$ cat src/rtl/eqp_pkg.sv
package eqp_pkg;

    localparam int unsigned EQP_POLY_W  = 128;
    localparam int unsigned EQP_TABLE_N = 64;

    typedef enum logic [1:0] {
        ST_IDLE   = 2'd0,
        ST_EXPAND = 2'd1,
        ST_FINISH = 2'd2
    } eqp_state_e;

endpackage

$ cat src/rtl/eqp_step.sv
module eqp_step #(
    parameter int unsigned W = 128
) (
    input  logic [W-1:0] cur,
    input  logic [W-1:0] base,
    output logic [W-1:0] nxt
);
    logic [W-1:0] shifted;
    logic [W-1:0] fold;

    assign shifted = {cur[W-2:0], 1'b0};

    genvar b;
    generate
        for (b = 0; b < W; b++) begin : g_fold
            assign fold[b] = base[b] & cur[W-1];
        end
    endgenerate

    assign nxt = shifted ^ fold;
endmodule

$ cat src/rtl/eqp_seq.sv
module eqp_seq
    import eqp_pkg::*;
#(
    parameter int unsigned N     = 64,
    parameter int unsigned IDX_W = $clog2(N)
) (
    input  logic             clk,
    input  logic             rst,
    input  logic             start,
    output logic             load,
    output logic             advance,
    output logic             busy,
    output logic             finish,
    output logic [IDX_W-1:0] idx
);
    localparam logic [IDX_W-1:0] LAST = IDX_W'(N - 1);

    eqp_state_e state_q;

    assign load    = start && (state_q != ST_EXPAND);
    assign busy    = (state_q == ST_EXPAND);
    assign advance = busy && (idx != LAST);
    assign finish  = (state_q == ST_FINISH);

    always_ff @(posedge clk) begin
        if (rst) begin
            state_q <= ST_IDLE;
            idx     <= '0;
        end else if (load) begin
            state_q <= ST_EXPAND;
            idx     <= '0;
        end else begin
            case (state_q)
                ST_EXPAND: begin
                    if (idx == LAST) state_q <= ST_FINISH;
                    else             idx     <= idx + 1'b1;
                end
                ST_FINISH: state_q <= ST_IDLE;
                default:   state_q <= ST_IDLE;
            endcase
        end
    end

    assert_finish_pulse_R6: assert property (@(posedge clk) disable iff (rst)
        finish |=> !finish);

    assert_no_reload_R7: assert property (@(posedge clk) disable iff (rst)
        (busy && idx != LAST) |=> (busy && idx == IDX_W'($past(idx) + 1'b1)));
endmodule

$ cat src/rtl/eqp_expander.sv
module eqp_expander
    import eqp_pkg::*;
#(
    parameter int unsigned POLY_W  = EQP_POLY_W,
    parameter int unsigned TABLE_N = EQP_TABLE_N,
    localparam int unsigned IDX_W  = $clog2(TABLE_N)
) (
    input  logic              clk,
    input  logic              rst,
    input  logic              start,
    input  logic [POLY_W-1:0] poly_in,
    output logic              out_valid,
    output logic [IDX_W-1:0]  out_index,
    output logic [POLY_W-1:0] out_value,
    output logic              done
);
    localparam logic [IDX_W-1:0] LAST = IDX_W'(TABLE_N - 1);

    logic              load;
    logic              advance;
    logic              busy;
    logic              finish;
    logic [IDX_W-1:0]  idx;
    logic [POLY_W-1:0] base_q;
    logic [POLY_W-1:0] entry_q;
    logic [POLY_W-1:0] entry_nxt;

    eqp_seq #(.N(TABLE_N), .IDX_W(IDX_W)) u_seq (
        .clk     (clk),
        .rst     (rst),
        .start   (start),
        .load    (load),
        .advance (advance),
        .busy    (busy),
        .finish  (finish),
        .idx     (idx)
    );

    eqp_step #(.W(POLY_W)) u_step (
        .cur  (entry_q),
        .base (base_q),
        .nxt  (entry_nxt)
    );

    always_ff @(posedge clk) begin
        if (rst) begin
            base_q  <= '0;
            entry_q <= '0;
        end else if (load) begin
            base_q  <= poly_in;
            entry_q <= poly_in;
        end else if (advance) begin
            entry_q <= entry_nxt;
        end
    end

    assign out_valid = busy;
    assign out_index = idx;
    assign out_value = entry_q;
    assign done      = finish;

    assert_first_entry_R2: assert property (@(posedge clk) disable iff (rst)
        (start && !out_valid) |=> (out_valid && out_index == '0 && out_value == $past(poly_in)));

    assert_fold_R3: assert property (@(posedge clk) disable iff (rst)
        (out_valid && out_index != LAST && out_value[POLY_W-1] && !start) |=>
        (out_value == ({$past(out_value[POLY_W-2:0]), 1'b0} ^ base_q)));

    assert_shift_R4: assert property (@(posedge clk) disable iff (rst)
        (out_valid && out_index != LAST && !out_value[POLY_W-1]) |=>
        (out_value == {$past(out_value[POLY_W-2:0]), 1'b0}));

    assert_last_then_done_R6: assert property (@(posedge clk) disable iff (rst)
        (out_valid && out_index == LAST) |=> (done && !out_valid));

    assert_base_held_R8: assert property (@(posedge clk) disable iff (rst)
        (out_valid && $past(out_valid)) |-> $stable(base_q));
endmodule

$ cat config.mk
export PLATFORM = sky130hd
export DESIGN_NAME = eqp_expander
export DESIGN_NICKNAME = d
export VERILOG_FILES = /design/src/rtl/eqp_pkg.sv /design/src/rtl/eqp_step.sv /design/src/rtl/eqp_seq.sv /design/src/rtl/eqp_expander.sv
export SDC_FILE = /design/constraint.sdc
export NUM_CORES = 1
export LEC_CHECK = 0
export BUFFER_PORTS_ARGS = -buffer_cell sky130_fd_sc_hd__buf_2
export CELL_PAD_IN_SITES_DETAIL_PLACEMENT = 1
export CELL_PAD_IN_SITES_GLOBAL_PLACEMENT = 2
export CORE_UTILIZATION = 30
export DETAILED_ROUTE_END_ITERATION = 16
export GPL_ROUTABILITY_DRIVEN = 0
export PLACE_DENSITY = 0.85
export SLEW_MARGIN = 30
export SYNTH_ARGS = -nofsm -noshare
export SYNTH_HDL_FRONTEND = slang
export SYNTH_SLANG_ARGS = --single-unit
$ cat constraint.sdc
create_clock -name clk -period 4.43 [get_ports clk]
set_input_delay 0 -clock clk [delete_from_list [all_inputs] [get_ports clk]]
set_output_delay 0 -clock clk [all_outputs]
set_load 0.005 [all_outputs]
==> flow_summary.yaml <==
synthesis:
  synth_fp_nets: 1439
  yosys_warnings: 0
  syn_inst: 1307
  synth_cell_type_count: 30
  seq_area_frac_synth_pct: 47.2
  ys_ff_latch: 264
  synth_edf_count: 0
  async_reset_ff_share_pct: 0
  avgSynthCellArea_sq_um: 8.56
  synthFlopType: "dfxtp_1"
  syn-cell-area_sq_um: 11200
global_route:
  globalRouteOverflowTotal: 0
  grt_usage_pct: 20.4
  grt_max_degree: 81
  grt_first_pass_wirelength_microns: 62900
  grt_pass1_vias: 11221
  antenna_found_initial: 1
timing:
  worst_pin_slew_ns: 0.872
  min_period_over_period_pct: 59.0
  fin_crit_ns: 2.62
  drv_slew: 0
  skew_ns: 0.00781
  grt_setup_unrepaired: "false"
  setup_viol: 0
  setup_slack_ns: 1.81
  holdWs_ns: 0.0445
  max_freq_mhz: 382
  tns_ns: 0
  relSlewSlack_pct: 41.8
  final-hold-violation-count: 0
drt:
  vias_per_cell: 5.12
  wl_per_cell_microns: 18.7
  dr_total_vias: 10878
  remaining_drc_errors: 0
  postRouteAntennaNets: 0
  first_iter_violations: 386
  dr.pass1.iters: 5
  wl_microns: 39700
floorplan:
  die-area_sq_um: 38100
  pin_count: 267
  row_count: 70
  die_w_microns: 195
  start_util_pct: 30.6
  dieHeight_microns: 195
  core_area_sq_um: 36600
cts:
  cts_made_buffers: 31
  cts_resized: 0
  cts_setup_buffers: 0
  clkTransAtPathRegs_ns: 0.06
  cts_buffer_depth: 3
  cts_sinks: 264
  cts_root_buf: "clkbuf_16"
  cts_tree: "yes"
  clk_latency_ns: 0.55
  cts.hold.buffers_added: 128
  htree_levels: 1
power:
  ir_worst_vdd_v: 0.000253
  powerDensity_nw_per_um2: 392
  power_uw: 5900
  leakagePower_uw: 0.00620
final_layout:
  syn_to_final_growth_pct: 34.4
  num-fill-cells: 4279
  final_cells: 2126
  finalNetCount: 1766
  drive_above_1_share_pct: 20.1
hold_path:
  hold_class: "in -> reg"
place:
  dpl_worst_slack_ns: 1.69
  portBuffers: 266
  post-dp-hpwl_microns: 22600
  dp.cells: 1941
run_status:
  status: "finished, final reports clean"
worst_setup_path:
  crit_required_ns: 4.87
  critPathLaunchType: "register"
  critical_path_arrival_ns: 3.05
  cp_max_fo: 54
  setup.worst_path.class: "reg -> reg"
  critPathCaptureType: "register"
  ff2ff_setup_slack_ns: 1.81
run:
  max_cap_viol_count: 0
-- metal layers --
layer / global-route usage [%] / share of wire (%) / vias to the layer above
met3: 3.11 / 4.1 / 67
met1: 26.0 / 45 / 5402
met2: 35.3 / 49 / 225
met5: 0 / 0 / -
li1: - / - / 5184
met4: 5.95 / 2.6 / 0
-- final cells by class --
| class | instances | area [sq um] | area share, % |
|---|---|---|---|
| clock buffers | 53 | 958 | 6.37 |
| inverters | 1 | 6.26 | 0.0416 |
| flip-flops and latches | 264 | 5290 | 35.2 |
| repair buffers | 409 | 2780 | 18.5 |
| diodes | 1 | 2.50 | 0.0166 |
| well taps | 468 | 586 | 3.89 |
| clock inverters | 3 | 42.5 | 0.283 |
| multi-input cells | 927 | 5370 | 35.7 |
-- synthesized netlist by cell type, types with 2 or more instances --
| library cell | instances | area [sq um] |
|---|---|---|
| buf_6 | 6 | 67.6 |
| dfxtp_1 | 264 | 5290 |
| a21oi_1 | 128 | 641 |
| nand2_1 | 258 | 968 |
| nor2b_1 | 2 | 12.5 |
| nand2b_1 | 2 | 12.5 |
| buf_2 | 50 | 250 |
| nand3_1 | 128 | 641 |
| buf_4 | 2 | 15.0 |
| clkbuf_1 | 42 | 158 |
| o21ai_0 | 128 | 641 |
| buf_1 | 15 | 56.3 |
| xor2_1 | 131 | 1150 |
| o211ai_1 | 2 | 15.0 |
| a22o_1 | 127 | 1110 |
| nor3_1 | 7 | 35.0 |
| mux2i_1 | 2 | 20.0 |
-- worst paths after layout --
| path | end | cells after the start | start |
|---|---|---|---|
| worst max-delay path | out_value[60]$_SDFFE_PP0P_ | 5 | u_seq.state_q[1]$_SDFFE_PP0N_ |
| worst min-delay path | base_q[0]$_SDFFE_PP0P_ | 2 | rst |
| worst max register to register | out_value[60]$_SDFFE_PP0P_ | 5 | u_seq.state_q[1]$_SDFFE_PP0N_ |
| worst min register to register | base_q[57]$_SDFFE_PP0P_ | 2 | base_q[57]$_SDFFE_PP0P_ |
-- registers in the layout (all words and copies together) (netlist names) --
register / cells
base_q: 128
out_value: 128
u_seq.idx: 6
u_seq.state_q: 2
-- layout by cell type (no fill, tap or decap), drive strengths merged, types with 2 or more instances in the layout --
cell and n:
a21oi 128, nand2b 2, clkbuf 53, dfxtp 264, a22o 127, o211ai 2, o21ai 128, xor2 131
nor3 7, nand2 258, nor2b 3, mux2i 2, nand3 128, dlygate4sd3 128, buf 281
-- stage by stage --
step                utilization, %  instance area [sq um]
finish                        41.1                  15000
floorplan                        -                  11200
global placement              34.8                  12700
CTS                           41.0                  15000
global route                  41.1                  15000
detailed placement            34.8                  12700
-- worst max-delay path, stage by stage (launching register included) --
cell      delay, ns
dfxtp_1        0.35
nand2b_4       0.62
and2_4         0.66
buf_4          0.41
o21ai_0        0.18
a22o_1         0.23
-- power by group --
part | total [uW] | switching, uW | internal [uW]
sequential | 2630 | 118 | 2510
clock | 2510 | 1000 | 1510
combinational | 754 | 422 | 331
-- cell families (layout without fill, tap and decap cells) --
logic type               Yosys count  in the layout  share of synthesized area (%)
AO/OA/AOI/OAI                    387            387                           21.7
XOR/XNOR                         131            131                           10.3
adder cells (fa/ha/maj)            1              1                          0.112
buffers and inverters            116            466                           4.94
flip-flops                       264            264                           47.2
multiplexers                       2              2                          0.179
other                              0              1                              0
AND/OR/NAND/NOR                  406            406                           15.5
(Power assumes the default switching activity.)
